<file path="config.mk">
export PLATFORM = sky130hd
export DESIGN_NAME = fps_sequencer
export DESIGN_NICKNAME = d
export VERILOG_FILES = /design/src/rtl/fps_pkg.sv /design/src/rtl/fps_step_rom.sv /design/src/rtl/fps_interval.sv /design/src/rtl/fps_cmp.sv /design/src/rtl/fps_sequencer.sv
export SDC_FILE = /design/constraint.sdc
export NUM_CORES = 1
export LEC_CHECK = 0
export BUFFER_PORTS_ARGS = -buffer_cell sky130_fd_sc_hd__buf_2
export CORE_MARGIN = 4
export CORE_UTILIZATION = 55
export DETAILED_ROUTE_END_ITERATION = 16
export GPL_ROUTABILITY_DRIVEN = 0
export GPL_TIMING_DRIVEN = 0
export PLACE_DENSITY = 0.79
export REMOVE_ABC_BUFFERS = 1
export SLEW_MARGIN = 20
export SYNTH_ARGS = -nofsm -noshare
export SYNTH_HDL_FRONTEND = slang
export SYNTH_HIERARCHICAL = 1
export SYNTH_SLANG_ARGS = --single-unit
</file>
<file path="constraint.sdc">
create_clock -name clk -period 14 [get_ports clk]
set_input_delay 2.1 -clock clk [delete_from_list [all_inputs] [get_ports clk]]
set_output_delay 2.1 -clock clk [all_outputs]
set_load 0.01 [all_outputs]
</file>
<file path="src/rtl/fps_pkg.sv">
package fps_pkg;

    typedef enum logic [1:0] {
        OP_ERASE    = 2'd0,
        OP_PAGE_WR  = 2'd1,
        OP_PAGE_VFY = 2'd2,
        OP_FUSE_WR  = 2'd3
    } op_e;

    typedef enum logic [2:0] {
        K_CMD, K_LOAD, K_READ, K_POLL, K_WAIT, K_END
    } kind_e;

    typedef struct packed {
        kind_e       kind;
        logic [3:0]  ir;
        logic [15:0] word;
    } step_t;

    localparam logic [3:0]  IR_RST   = 4'hC;
    localparam logic [3:0]  IR_PEN   = 4'h4;
    localparam logic [3:0]  IR_CMD   = 4'h5;
    localparam logic [3:0]  IR_PLOAD = 4'h6;
    localparam logic [3:0]  IR_PREAD = 4'h7;
    localparam logic [15:0] PEN_KEY  = 16'hA370;
    localparam int          POLL_BIT = 9;
    localparam int          STEP_W   = 5;

    function automatic step_t mk(kind_e k, logic [3:0] ir, logic [15:0] w);
        step_t s;
        s.kind = k;
        s.ir   = ir;
        s.word = w;
        return s;
    endfunction

    // second of a four-word pulse group drops bit 9
    function automatic logic [15:0] pulse_grp(logic [15:0] base, int k);
        return (k == 1) ? (base & 16'hFDFF) : base;
    endfunction

    function automatic logic [15:0] fuse_base(logic [1:0] sel);
        case (sel)
            2'd0:    return 16'h3300;
            2'd1:    return 16'h3700;
            default: return 16'h3B00;
        endcase
    endfunction

    function automatic int body_len(op_e op);
        case (op)
            OP_ERASE:    return 5;
            OP_PAGE_WR:  return 9;
            OP_PAGE_VFY: return 4;
            default:     return 7;
        endcase
    endfunction

    function automatic step_t seq_step(op_e op, logic [STEP_W-1:0] idx,
                                       logic [7:0] hh, logic [7:0] ll,
                                       logic [1:0] fsel, logic [7:0] fval);
        step_t s;
        int    j;
        int    t;
        s = mk(K_END, 4'h0, 16'h0);
        if (idx == 0) begin
            s = mk(K_CMD, IR_RST, 16'h0001);
        end else if (idx == 1) begin
            s = mk(K_CMD, IR_PEN, PEN_KEY);
        end else begin
            j = int'(idx) - 2;
            if (j < body_len(op)) begin
                case (op)
                    OP_ERASE: begin
                        if (j == 0)      s = mk(K_CMD, IR_CMD, 16'h2380);
                        else if (j == 1) s = mk(K_CMD, IR_CMD, 16'h3180);
                        else if (j < 4)  s = mk(K_CMD, IR_CMD, 16'h3380);
                        else             s = mk(K_WAIT, 4'h0, 16'h0001);
                    end
                    OP_PAGE_WR: begin
                        if (j == 0)      s = mk(K_CMD, IR_CMD, 16'h2310);
                        else if (j == 1) s = mk(K_CMD, IR_CMD, {8'h07, hh});
                        else if (j == 2) s = mk(K_CMD, IR_CMD, {8'h03, ll});
                        else if (j == 3) s = mk(K_LOAD, IR_PLOAD, 16'h0);
                        else if (j < 8)  s = mk(K_CMD, IR_CMD, pulse_grp(16'h3700, j - 4));
                        else             s = mk(K_WAIT, 4'h0, 16'h0000);
                    end
                    OP_PAGE_VFY: begin
                        if (j == 0)      s = mk(K_CMD, IR_CMD, 16'h2302);
                        else if (j == 1) s = mk(K_CMD, IR_CMD, {8'h07, hh});
                        else if (j == 2) s = mk(K_CMD, IR_CMD, {8'h03, ll});
                        else             s = mk(K_READ, IR_PREAD, 16'h0);
                    end
                    default: begin
                        if (j == 0)      s = mk(K_CMD, IR_CMD, 16'h2340);
                        else if (j == 1) s = mk(K_CMD, IR_CMD, {8'h13, fval});
                        else if (j < 6)  s = mk(K_CMD, IR_CMD, pulse_grp(fuse_base(fsel), j - 2));
                        else             s = mk(K_POLL, IR_CMD, 16'h3700);
                    end
                endcase
            end else begin
                t = j - body_len(op);
                case (t)
                    0:       s = mk(K_CMD, IR_CMD, 16'h2300);
                    1:       s = mk(K_CMD, IR_CMD, 16'h3300);
                    2:       s = mk(K_CMD, IR_PEN, 16'h0000);
                    3:       s = mk(K_CMD, IR_RST, 16'h0000);
                    default: s = mk(K_END, 4'h0, 16'h0);
                endcase
            end
        end
        return s;
    endfunction

endpackage

</file>
<file path="src/rtl/fps_step_rom.sv">
module fps_step_rom
    import fps_pkg::*;
(
    input  op_e               op,
    input  logic [STEP_W-1:0] idx,
    input  logic [7:0]        hh,
    input  logic [7:0]        ll,
    input  logic [1:0]        fsel,
    input  logic [7:0]        fval,
    output step_t             step
);
    always_comb step = seq_step(op, idx, hh, ll, fsel, fval);
endmodule

</file>
<file path="src/rtl/fps_interval.sv">
module fps_interval #(
    parameter int LONG_CYC  = 500000,
    parameter int SHORT_CYC = 250000,
    localparam int MAXC = (LONG_CYC > SHORT_CYC) ? LONG_CYC : SHORT_CYC,
    localparam int CW   = $clog2(MAXC + 1)
) (
    input  logic clk,
    input  logic rst,
    input  logic load,
    input  logic use_long,
    output logic expired
);
    logic [CW-1:0] cnt;
    logic          active;

    always_ff @(posedge clk) begin
        if (rst) begin
            cnt    <= '0;
            active <= 1'b0;
        end else if (load) begin
            cnt    <= use_long ? CW'(LONG_CYC - 1) : CW'(SHORT_CYC - 1);
            active <= 1'b1;
        end else if (active) begin
            if (cnt == '0) active <= 1'b0;
            else           cnt    <= cnt - 1'b1;
        end
    end

    assign expired = active && (cnt == '0);
endmodule

</file>
<file path="src/rtl/fps_cmp.sv">
module fps_cmp #(
    parameter int IDX_W = 7
) (
    input  logic             clk,
    input  logic             rst,
    input  logic             clear,
    input  logic             en,
    input  logic [IDX_W-1:0] off,
    input  logic [7:0]       got,
    input  logic [7:0]       want,
    output logic             flag,
    output logic [IDX_W-1:0] flag_off
);
    always_ff @(posedge clk) begin
        if (rst || clear) begin
            flag     <= 1'b0;
            flag_off <= '0;
        end else if (en && !flag && (got != want)) begin
            flag     <= 1'b1;
            flag_off <= off;
        end
    end
endmodule

</file>
<file path="src/rtl/fps_sequencer.sv">
module fps_sequencer
    import fps_pkg::*;
#(
    parameter int ADDR_W     = 17,
    parameter int PAGE_BYTES = 128,
    parameter int ERASE_CYC  = 500000,
    parameter int WRITE_CYC  = 250000,
    parameter int POLL_MAX   = 16,
    localparam int IDX_W     = $clog2(PAGE_BYTES),
    localparam int PC_W      = $clog2(POLL_MAX + 1)
) (
    input  logic              clk,
    input  logic              rst,
    input  logic              start,
    input  logic [1:0]        op,
    input  logic [ADDR_W-1:0] byte_addr,
    input  logic [1:0]        fuse_sel,
    input  logic [7:0]        fuse_val,
    output logic [IDX_W-1:0]  pg_idx,
    input  logic [7:0]        pg_data,
    output logic              eng_valid,
    output logic [3:0]        eng_instr,
    output logic [15:0]       eng_data,
    input  logic              eng_done,
    input  logic [15:0]       eng_rdata,
    input  logic              eng_byte_stb,
    input  logic [7:0]        eng_rx_byte,
    output logic              busy,
    output logic              done,
    output logic              mismatch,
    output logic [IDX_W-1:0]  mismatch_off,
    output logic              fuse_err
);
    typedef enum logic [1:0] {S_IDLE, S_DISP, S_ISSUE, S_TIMER} state_e;

    state_e            state;
    op_e               op_q;
    logic [15:0]       waddr_q;
    logic [1:0]        fsel_q;
    logic [7:0]        fval_q;
    logic [STEP_W-1:0] sidx;
    logic [IDX_W:0]    bcnt;
    logic [PC_W-1:0]   pcnt;
    logic              done_q;
    logic              ferr_q;
    step_t             cur;
    logic              tmr_load;
    logic              tmr_exp;
    logic              accept;
    logic              cmp_en;

    assign accept = (state == S_IDLE) && start;

    fps_step_rom u_rom (
        .op   (op_q),
        .idx  (sidx),
        .hh   (waddr_q[15:8]),
        .ll   (waddr_q[7:0]),
        .fsel (fsel_q),
        .fval (fval_q),
        .step (cur)
    );

    assign tmr_load = (state == S_DISP) && (cur.kind == K_WAIT);

    fps_interval #(
        .LONG_CYC  (ERASE_CYC),
        .SHORT_CYC (WRITE_CYC)
    ) u_tmr (
        .clk      (clk),
        .rst      (rst),
        .load     (tmr_load),
        .use_long (cur.word[0]),
        .expired  (tmr_exp)
    );

    always_comb begin
        if (cur.kind == K_READ) pg_idx = IDX_W'(bcnt - 1'b1);
        else                    pg_idx = IDX_W'(bcnt);
    end

    assign cmp_en = (state == S_ISSUE) && (cur.kind == K_READ) && eng_byte_stb &&
                    (bcnt != '0) && (bcnt <= (IDX_W+1)'(PAGE_BYTES));

    fps_cmp #(.IDX_W(IDX_W)) u_cmp (
        .clk      (clk),
        .rst      (rst),
        .clear    (accept),
        .en       (cmp_en),
        .off      (pg_idx),
        .got      (eng_rx_byte),
        .want     (pg_data),
        .flag     (mismatch),
        .flag_off (mismatch_off)
    );

    always_ff @(posedge clk) begin
        if (rst) begin
            state   <= S_IDLE;
            op_q    <= OP_ERASE;
            waddr_q <= '0;
            fsel_q  <= '0;
            fval_q  <= '0;
            sidx    <= '0;
            bcnt    <= '0;
            pcnt    <= '0;
            done_q  <= 1'b0;
            ferr_q  <= 1'b0;
        end else begin
            done_q <= 1'b0;
            case (state)
                S_IDLE: begin
                    if (start) begin
                        op_q    <= op_e'(op);
                        waddr_q <= 16'(byte_addr >> 1);
                        fsel_q  <= fuse_sel;
                        fval_q  <= fuse_val;
                        sidx    <= '0;
                        pcnt    <= '0;
                        ferr_q  <= 1'b0;
                        state   <= S_DISP;
                    end
                end
                S_DISP: begin
                    bcnt <= '0;
                    case (cur.kind)
                        K_END: begin
                            state  <= S_IDLE;
                            done_q <= 1'b1;
                        end
                        K_WAIT:  state <= S_TIMER;
                        default: state <= S_ISSUE;
                    endcase
                end
                S_ISSUE: begin
                    if (eng_byte_stb) bcnt <= bcnt + 1'b1;
                    if (eng_done) begin
                        state <= S_DISP;
                        if (cur.kind == K_POLL) begin
                            if (eng_rdata[POLL_BIT]) begin
                                sidx <= sidx + 1'b1;
                                pcnt <= '0;
                            end else if (pcnt == PC_W'(POLL_MAX - 1)) begin
                                ferr_q <= 1'b1;
                                sidx   <= sidx + 1'b1;
                                pcnt   <= '0;
                            end else begin
                                pcnt <= pcnt + 1'b1;
                            end
                        end else begin
                            sidx <= sidx + 1'b1;
                        end
                    end
                end
                default: begin
                    if (tmr_exp) begin
                        sidx  <= sidx + 1'b1;
                        state <= S_DISP;
                    end
                end
            endcase
        end
    end

    assign busy      = (state != S_IDLE);
    assign done      = done_q;
    assign fuse_err  = ferr_q;
    assign eng_valid = (state == S_ISSUE);
    assign eng_instr = cur.ir;
    assign eng_data  = cur.word;
endmodule

</file>
==> results of run 1 <==
## stage by stage
step | power, mW | hold WS, ns
finish | 0.4472 | 0.4568
global placement | 0.2958 | 0.4402
floorplan | 0.2743 | 0.4267
global route | 0.4672 | 0.4755
detailed placement | 0.2980 | 0.4468
CTS | 0.4504 | 0.4583
## placed cells by master, fill, tap and decap left out, types with 12 or more instances in the layout
cell type	count
nand2_1	116
buf_2	86
dfxtp_1	78
a21oi_1	54
nor2_1	37
inv_1	30
o21ai_0	28
nor3_1	25
nand3_1	25
ha_1	21
nor4_1	18
nor2b_1	13
xor2_1	12
## state kept, by name (all words and copies together), names as in the netlist, 2 cells and up
signal / flops
fsel_q: 2
fval_q: 8
op_q: 2
pcnt: 5
state: 2
bcnt: 8
u_cmp/flag_off: 7
u_tmr/cnt: 19
waddr_q: 16
sidx: 5
## layout make-up
cell class / count / area, µm² / share of cell area
inverter: 31 / 116.4 / 0.01923
tap: 133 / 166.4 / 0.02750
clock inverter: 5 / 33.78 / 0.005583
sequential: 78 / 1562 / 0.2581
multi-input combinational: 559 / 3582 / 0.5920
timing repair buffer: 88 / 449.2 / 0.07423
clock buffer: 11 / 141.4 / 0.02337
## how the worst min path moves through the flow
stage / start / end / slack (ns) / cells after the start
2_1_floorplan: fval_q[6] / fval_q[6] / 0.43 / 2
3_3_place_gp: u_cmp/flag_off[4] / u_cmp/flag_off[4] / 0.44 / 2
3_5_place_dp: waddr_q[10] / waddr_q[10] / 0.45 / 2
4_1_cts: waddr_q[10] / waddr_q[10] / 0.46 / 2
5_1_grt: waddr_q[13] / waddr_q[13] / 0.48 / 2
6_report: waddr_q[10] / waddr_q[10] / 0.46 / 2
## logic make-up after synthesis
| kind of cell | Yosys count | synth area share |
|---|---|---|
| mux | 13 | 0.02486 |
| flops | 78 | 0.2847 |
| compound gates | 181 | 0.2263 |
| simple gates | 321 | 0.3152 |
| xor+xnor | 21 | 0.03353 |
| buf+inv | 72 | 0.06318 |
| other cells | 1 | 0.0006837 |
| fa+ha+maj | 22 | 0.05155 |
## worst reg2reg max path, cell delays in order, from the launching register on
cell,delay (ns)
dfxtp_1,0.75
inv_1,0.34
ha_1,0.58
inv_1,0.21
ha_1,0.39
o21a_1,0.13
o21ai_0,0.26
nor2b_1,0.32
nand2_1,0.10
ha_1,0.31
nor4_1,0.31
nand4_1,0.16
nor3_2,0.26
a21bo_1,0.24
a21oi_1,0.17
nor3_2,0.65
buf_6,0.25
inv_1,0.22
nor2_1,0.27
nor4_1,0.09
o211a_1,0.14
## per-layer routing
layer  wire, µm  vias to the layer above
li1           -                     2703
met1       6271                     2589
met2       6847                      234
met3       1031                       32
met4        295                        0
met5          0                        -
## power groups by stage
stage                     registers [mW]  clock network, mW  logic, mW
after floorplan                    0.238                  0     0.0362
after global placement             0.239                  0     0.0563
after detailed placement           0.240                  0     0.0583
after CTS                          0.235              0.157     0.0588
after global routing               0.236              0.166     0.0653
final                              0.235              0.153     0.0591
==> impl_metrics.json, run 1 <==
{
  "status": "finished, final reports clean",
  "clock-sinks": 78,
  "drive_above_1_share": 0.1762,
  "fillerInstances": 900,
  "path_depth": 19,
  "post-place-cells": 889,
  "grt_pass1_wl_um": 23560,
  "reg2reg_from": "sidx[1]",
  "final_hold_viol_count": 0,
  "regToRegSetupSlack_ns": 7.75,
  "clock_latency_ns": 0.36,
  "routed_wl_um": 14450,
  "setup_violations": 0,
  "chipWidth_um": 107.9,
  "reg2reg_to": "u_tmr/cnt[4]",
  "cp_top_family": "simple AND/OR/NAND/NOR gates",
  "ys_types": 89,
  "worst-setup-path-type": "reg -> out",
  "power_frac_clock": 0.343,
  "gr-usage-met3": 0.05399,
  "leakage_nw": 2.336,
  "synth.top_cell.area_share": 0.2847,
  "synth_most_common_cell": "nand2_1",
  "drc": 0,
  "critical_path.endpoint_type": "primary output",
  "cts_buffers": 9,
  "dieArea_um2": 11630,
  "pre_cts_ws_ns": 6.210,
  "num_io_pins": 105,
  "grt_start_max_net_pins": 72,
  "postSynthCellCount": 709,
  "die_h_um": 107.9,
  "path_clk_slew_ns": 0.08,
  "crit_top_cell": "ha_1",
  "synthTopCellsByCount": "nand2_1, dfxtp_1, a21oi_1",
  "p_per_area_nw_per_um2": 73.91,
  "cts_resized": 0,
  "timing.setup.tns_ns": 0,
  "crit_end": "pg_idx[5]",
  "finalInstanceArea_um2": 6051,
  "async_flop_share": 0,
  "fin_nets": 855,
  "slowest_stage": "dfxtp_1",
  "synth_area_per_cell_um2": 7.737,
  "pwr-share-comb": 0.132,
  "worstMarginPinSlew_ns": 0.9701,
  "syn-cell-area_um2": 5485,
  "hpwl_um": 10320,
  "diodes": 0,
  "switching_share": 0.2854,
  "clk_path_buf_depth": 2,
  "core_um2": 9729,
  "crit_path_max_incr_delay_ns": 0.75,
  "period_minus_slack_ns": 8.302,
  "final_util": 0.6219,
  "num_rows": 36,
  "yosysSeqAreaShare": 0.2847,
  "finalCritPeriodShare": 0.5930,
  "ctsHoldBuffers": 0,
  "r2r_cells": 20,
  "p_sw_mw": 0.1276,
  "path_cells": "inv_1 -> ha_1 -> inv_1 -> ha_1 -> o21a_1 -> o21ai_0 -> nor2b_1 -> nand2_1 -> ha_1 -> nor4_1 -> nand4_1 -> nor3_2 -> a21bo_1 -> a21oi_1 -> nor3b_2 -> nand4_1 -> nor3_1 -> xor2_1 -> buf_2",
  "synth_ff_type": "dfxtp_1",
  "worstPathRequired_ns": 11.90,
  "ys_ff_latch": 78,
  "avgViaCountPerCell": 6.141,
  "drt_first_pass_iters": 5,
  "yosysTopAreaCell": "dfxtp_1",
  "io_buffers": 87,
  "critPathLaunch": "sidx[1]",
  "antenna_found_initial": 0,
  "worstSetupStartpointType": "flop",
  "vias": 5558,
  "drt-wirelength-per-cell_um": 15.96,
  "drt_iter0_markers": 390,
  "cp_num_buf_inv": 3,
  "stdcell_count": 905,
  "initial_core_util": 0.5638,
  "setup_ws_ns": 5.698,
  "hold_path_class": "reg -> reg",
  "synth_edf_count": 0,
  "met1_usage": 0.3174,
  "maxSlewViolCount": 0,
  "yosys-top-cells-area": "dfxtp_1, nand2_1, a21oi_1",
  "ir_drop_mv": 0.05189,
  "placed_area_um2": 5876,
  "internal_power_mw": 0.3196,
  "ys_warn_count": 6,
  "slew_headroom": 0.3517,
  "clock_skew_ns": 0.01009,
  "grt_overflow": 0,
  "seqPwrFrac": 0.525,
  "worstPathArrival_ns": 6.20,
  "root_buffer": "clkbuf_8",
  "drv_cap": 0,
  "groute.usage.overall": 0.2448,
  "max_freq_mhz": 120.5,
  "busiest_layer": "met2",
  "critPathMaxFanout": 18,
  "htree_levels": 3,
  "tritoncts": "yes",
  "rsz0062_at_grt": "false",
  "grt_pass1_vias": 5068,
  "cts_setup_buffers": 0,
  "antenna_left": 0,
  "met2_usage": 0.4059,
  "area_growth_pct": 10.31
}
Power figures use the tool's default switching activity.
==> inputs of run 2 (changes only) <==
--- a/config.mk
+++ b/config.mk
@@ -5,13 +5,14 @@
 export SDC_FILE = /design/constraint.sdc
 export NUM_CORES = 1
 export LEC_CHECK = 0
+export ABC_AREA = 1
 export BUFFER_PORTS_ARGS = -buffer_cell sky130_fd_sc_hd__buf_2
 export CORE_MARGIN = 4
-export CORE_UTILIZATION = 55
+export CORE_UTILIZATION = 51
 export DETAILED_ROUTE_END_ITERATION = 16
 export GPL_ROUTABILITY_DRIVEN = 0
 export GPL_TIMING_DRIVEN = 0
-export PLACE_DENSITY = 0.79
+export PLACE_DENSITY = 0.77
 export REMOVE_ABC_BUFFERS = 1
 export SLEW_MARGIN = 20
 export SYNTH_ARGS = -nofsm -noshare
==> constraint.sdc (replaced) <==
create_clock -name clk -period 7.1 [get_ports clk]
set_input_delay 1.065 -clock clk [delete_from_list [all_inputs] [get_ports clk]]
set_output_delay 1.065 -clock clk [all_outputs]
set_load 0.01 [all_outputs]
==> impl_metrics.json, run 2 <==
{
  "layout_commonest_cell": "nand2_1",
  "area_growth_pct": 12.13,
  "worstPathRequired_ns": 6.03,
  "hold_path_class": "reg -> reg",
  "worst-setup-path-type": "reg -> out",
  "critPathMaxFanout": 8,
  "slew_headroom": 0.3687,
  "ys_ff_latch": 78,
  "yosysSeqAreaShare": 0.2808,
  "r2r_cells": 25,
  "crit_top_cell": "nor2_1",
  "tritoncts": "yes",
  "final_cell_mix": "nand2_1, nor2_1, inv_1",
  "grt_overflow": 0,
  "chipWidth_um": 112.4,
  "reg2reg_from": "sidx[1]",
  "synth_ff_type": "dfxtp_1",
  "register_area_um2": 1562,
  "rsz0062_at_grt": "false",
  "cts_setup_buffers": 0,
  "fin_nets": 1060,
  "largest_register_ff_count": 19,
  "leakage_nw": 3.160,
  "cts_buffers": 9,
  "drive_above_1_share": 0.1689,
  "fillerInstances": 1069,
  "crit_path_max_incr_delay_ns": 0.53,
  "holdPathStages": 2,
  "yosys-top-cells-area": "dfxtp_1, nand2_1, nor2_1",
  "status": "finished, final reports clean",
  "clk_path_buf_depth": 2,
  "drc": 0,
  "htree_levels": 3,
  "top_regs": "u_tmr/cnt (19), waddr_q (16)",
  "synth_area_per_cell_um2": 6.200,
  "hpwl_um": 10010,
  "async_flop_share": 0,
  "num_io_pins": 105,
  "path_clk_slew_ns": 0.08,
  "synth.top_cell.area_share": 0.2808,
  "worstSetupStartpointType": "flop",
  "syn-cell-area_um2": 5562,
  "avgViaCountPerCell": 5.110,
  "ctsHoldBuffers": 0,
  "regMostFlops": "u_tmr/cnt",
  "drv_cap": 0,
  "drt_first_pass_iters": 5,
  "finalCritPeriodShare": 0.8754,
  "slowest_stage": "dfxtp_1",
  "synth_most_common_cell": "nand2_1",
  "multi_input_area_um2": 3408,
  "ys_warn_count": 6,
  "grt_pass1_vias": 5435,
  "antenna_found_initial": 0,
  "synthTopCellsByCount": "nand2_1, nor2_1, inv_1",
  "routed_wl_um": 13460,
  "groute.usage.overall": 0.2174,
  "p_per_area_nw_per_um2": 470.2,
  "whs_ns": 0.4474,
  "max_freq_mhz": 160.9,
  "ys_types": 45,
  "critical_path.endpoint_type": "primary output",
  "cp_top_family": "simple AND/OR/NAND/NOR gates",
  "clock_skew_ns": 0.006388,
  "io_buffers": 87,
  "ir_drop_mv": 0.3670,
  "worstHoldStart": "pcnt[4]",
  "grt_start_max_net_pins": 40,
  "holdPathEnd": "pcnt[4]",
  "drt_iter0_markers": 348,
  "postSynthCellCount": 897,
  "diodes": 0,
  "cts_resized": 0,
  "dieArea_um2": 12640,
  "regToRegSetupSlack_ns": 1.20,
  "yosysTopAreaCell": "dfxtp_1",
  "clock_latency_ns": 0.36,
  "root_buffer": "clkbuf_8",
  "die_h_um": 112.4,
  "antenna_left": 0,
  "worstMarginPinSlew_ns": 0.9411,
  "cp_num_buf_inv": 5,
  "drt-wirelength-per-cell_um": 12.09,
  "vias": 5687,
  "worstPathArrival_ns": 5.15,
  "final_hold_viol_count": 0,
  "clock-sinks": 78,
  "timing.setup.tns_ns": 0,
  "core_um2": 10460,
  "grt_pass1_wl_um": 23440,
  "maxSlewViolCount": 0,
  "period_minus_slack_ns": 6.215,
  "initial_core_util": 0.5316,
  "synth_edf_count": 0,
  "reg2reg_to": "u_tmr/cnt[7]",
  "num_rows": 37,
  "setup_violations": 0
}
-- run 2: area by class of cell --
class | instances | share of cell area
clock buffer | 10 | 0.02207
clock inverter | 6 | 0.01364
inverter | 116 | 0.07022
multi-input combinational | 680 | 0.5465
sequential | 78 | 0.2504
tap | 136 | 0.02729
timing repair buffer | 87 | 0.06982
-- run 2: cells by family after synthesis --
kind of cell / synth area share
simple gates: 0.4234
buf+inv: 0.1064
compound gates: 0.1206
flops: 0.2808
fa+ha+maj: 0.05084
xor+xnor: 0.01732
other cells: 0.0006743
-- run 2: how the worst max path moves through the flow --
stage / start / slack (ns) / to / cells after the start
after global routing: sidx[1] / 0.22 / pg_idx[6] / 27
final: sidx[1] / 0.88 / pg_idx[6] / 27
after detailed placement: sidx[1] / 1.30 / u_tmr/cnt[7] / 25
after global placement: sidx[1] / 1.35 / u_tmr/cnt[7] / 25
after floorplan: sidx[1] / 2.12 / pg_idx[6] / 26
after CTS: sidx[1] / 0.91 / pg_idx[6] / 27
-- run 2: tightest hold or removal path: stages (launching register included) --
cell and delay, ns:
dfxtp_1 0.31, nand2_1 0.06, a21oi_1 0.04
-- run 2: power by group --
group	leakage [nW]	internal (mW)	switching, mW
sequential	0.637	0.543	0.107
combinational	2.41	0.662	1.25
clock	0.108	0.206	0.166
-- run 2: per-layer routing --
| metal | vias to the layer above | track usage | share of wire |
|---|---|---|---|
| met5 | - | 0 | 0 |
| met4 | 0 | 0.07292 | 0.020 |
| met3 | 24 | 0.04852 | 0.068 |
| met2 | 158 | 0.3727 | 0.46 |
| met1 | 2492 | 0.2698 | 0.45 |
| li1 | 3013 | - | - |
-- run 2: stage by stage --
| stage | power, mW | cells | utilization | cell area, µm² | setup WS [ns] |
|---|---|---|---|---|---|
| CTS | 2.934 | 1113 | 0.5960 | 6236 | 0.9115 |
| detailed placement | 2.552 | 1097 | 0.5747 | 6013 | 1.303 |
| global route | 3.265 | 1113 | 0.5960 | 6236 | 0.2230 |
| finish | 2.932 | 1113 | 0.5960 | 6236 | 0.8848 |
| floorplan | 2.124 | 874 | - | 5408 | 2.116 |
| global placement | 2.523 | 1097 | 0.5747 | 6013 | 1.346 |
==> inputs of run 3 (changes only) <==
--- a/config.mk
+++ b/config.mk
@@ -8,11 +8,12 @@
 export ABC_AREA = 1
 export BUFFER_PORTS_ARGS = -buffer_cell sky130_fd_sc_hd__buf_2
 export CORE_MARGIN = 4
-export CORE_UTILIZATION = 51
+export CORE_UTILIZATION = 53
+export CTS_BUF_LIST = sky130_fd_sc_hd__clkbuf_8
 export DETAILED_ROUTE_END_ITERATION = 16
 export GPL_ROUTABILITY_DRIVEN = 0
 export GPL_TIMING_DRIVEN = 0
-export PLACE_DENSITY = 0.77
+export PLACE_DENSITY = 0.8
 export REMOVE_ABC_BUFFERS = 1
 export SLEW_MARGIN = 20
 export SYNTH_ARGS = -nofsm -noshare
==> impl_metrics.json, run 3 (synthesis results as in run 2) <==
{
  "status": "finished, final reports clean",
  "worst-setup-path-type": "reg -> out",
  "layout_commonest_cell": "nand2_1",
  "drive_above_1_share": 0.1689,
  "crit_path_max_incr_delay_ns": 0.54,
  "htree_levels": 3,
  "vias": 5783,
  "worstSetupStartpointType": "flop",
  "critPathMaxFanout": 8,
  "timing.setup.tns_ns": 0,
  "top_regs": "u_tmr/cnt (19), waddr_q (16)",
  "drt_first_pass_iters": 5,
  "period_minus_slack_ns": 6.186,
  "avgViaCountPerCell": 5.196,
  "finalInstanceArea_um2": 6245,
  "dieArea_um2": 12200,
  "p_per_area_nw_per_um2": 472.6,
  "final_cell_mix": "nand2_1, nor2_1, inv_1",
  "grt_pass1_wl_um": 23030,
  "area_growth_pct": 12.28,
  "placed_area_um2": 6013,
  "antenna_found_initial": 0,
  "ir_drop_mv": 0.3196,
  "drc": 0,
  "chipWidth_um": 110.4,
  "fillerInstances": 1059,
  "largest_register_ff_count": 19,
  "final_hold_viol_count": 0,
  "worstMarginPinSlew_ns": 1.020,
  "leakage_nw": 3.168,
  "hpwl_um": 9859,
  "critical_path.endpoint_type": "primary output",
  "slowest_stage": "dfxtp_1",
  "drt-wirelength-per-cell_um": 12.11,
  "path_clk_slew_ns": 0.08,
  "crit_top_cell": "nor2_1",
  "clock_latency_ns": 0.36,
  "cts_buffers": 9,
  "setup_violations": 0,
  "max_freq_mhz": 161.7,
  "grt_overflow": 0,
  "antenna_left": 0,
  "tritoncts": "yes",
  "cts_setup_buffers": 0,
  "clock-sinks": 78,
  "clk_path_buf_depth": 2,
  "finalCritPeriodShare": 0.8713,
  "routed_wl_um": 13480,
  "slew_headroom": 0.3194,
  "hold_path_class": "reg -> reg",
  "grt_start_max_net_pins": 40,
  "cts_resized": 0,
  "worstPathArrival_ns": 5.12,
  "diodes": 0,
  "ctsHoldBuffers": 0,
  "maxSlewViolCount": 0,
  "die_h_um": 110.4,
  "initial_core_util": 0.5411,
  "clock_skew_ns": 0.01342,
  "num_rows": 37,
  "drt_iter0_markers": 346,
  "num_io_pins": 105,
  "io_buffers": 87,
  "core_um2": 10280,
  "worstPathRequired_ns": 6.03,
  "groute.usage.overall": 0.2159,
  "regMostFlops": "u_tmr/cnt",
  "grt_pass1_vias": 5291,
  "root_buffer": "clkbuf_8",
  "fin_nets": 1060,
  "rsz0062_at_grt": "false",
  "drv_cap": 0
}
-- run 3: cell count changes in the layout (fill, tap and decap cells not counted) --
cell        previous run  this run
clkinv_1               2         1
clkinv_2               2         0
clkinv_4               0         2
clkinvlp_4             2         1
inv_1                100       101
inv_6                  0         1
-- run 3: final timing paths --
kind	endpoint	from	slack, ns	depth (start not counted)
worst min register to register	pcnt[4]	pcnt[4]	0.45	2
worst min-delay path	pcnt[4]	pcnt[4]	0.45	2
worst max-delay path	pg_idx[6]	sidx[1]	0.91	27
worst max register to register	u_tmr/cnt[7]	sidx[1]	1.17	25
-- run 3: critical path: cells and delay by family, from the launching register on --
kind	cells	cell delay (ns)
AND/OR/NAND/NOR	17	2.13
adder cells (fa/ha/maj)	3	1.05
buffers and inverters	5	0.63
flip-flops	1	0.54
AO/OA/AOI/OAI	1	0.25
XOR/XNOR	1	0.18
-- run 3: where the power goes --
group	total, mW	switching (mW)	leakage, nW	internal (mW)
logic	1.92	1.25	2.42	0.662
clock network	0.385	0.175	0.113	0.210
registers	0.649	0.107	0.637	0.543
-- run 3: per-layer routing --
metal	up-vias	share of wire	GRT usage	routed length, µm
li1	3018	-	-	-
met1	2594	0.46	0.2746	6177
met2	156	0.47	0.3685	6362
met3	15	0.057	0.04603	763
met4	0	0.013	0.05993	176
met5	-	0	0	0
-- run 3: area by class of cell --
type / instances / area, µm² / area share
multi-input combinational: 680 / 3408 / 0.5458
sequential: 78 / 1562 / 0.2501
inverter: 116 / 437.9 / 0.07013
timing repair buffer: 87 / 435.4 / 0.06973
tap: 136 / 170.2 / 0.02725
clock buffer: 10 / 137.6 / 0.02204
clock inverter: 6 / 93.84 / 0.01503
-- run 3: per-stage QoR --
stage	hold slack, ns	total power [mW]	utilization	setup WS (ns)	instances
2_1_floorplan	0.4215	2.124	-	2.116	874
3_3_place_gp	0.4322	2.515	0.5851	1.239	1097
3_5_place_dp	0.4350	2.549	0.5851	1.206	1097
4_1_cts	0.4592	2.949	0.6076	0.9183	1113
5_1_grt	0.4917	3.283	0.6076	0.4165	1113
6_report	0.4541	2.951	0.6076	0.9141	1113
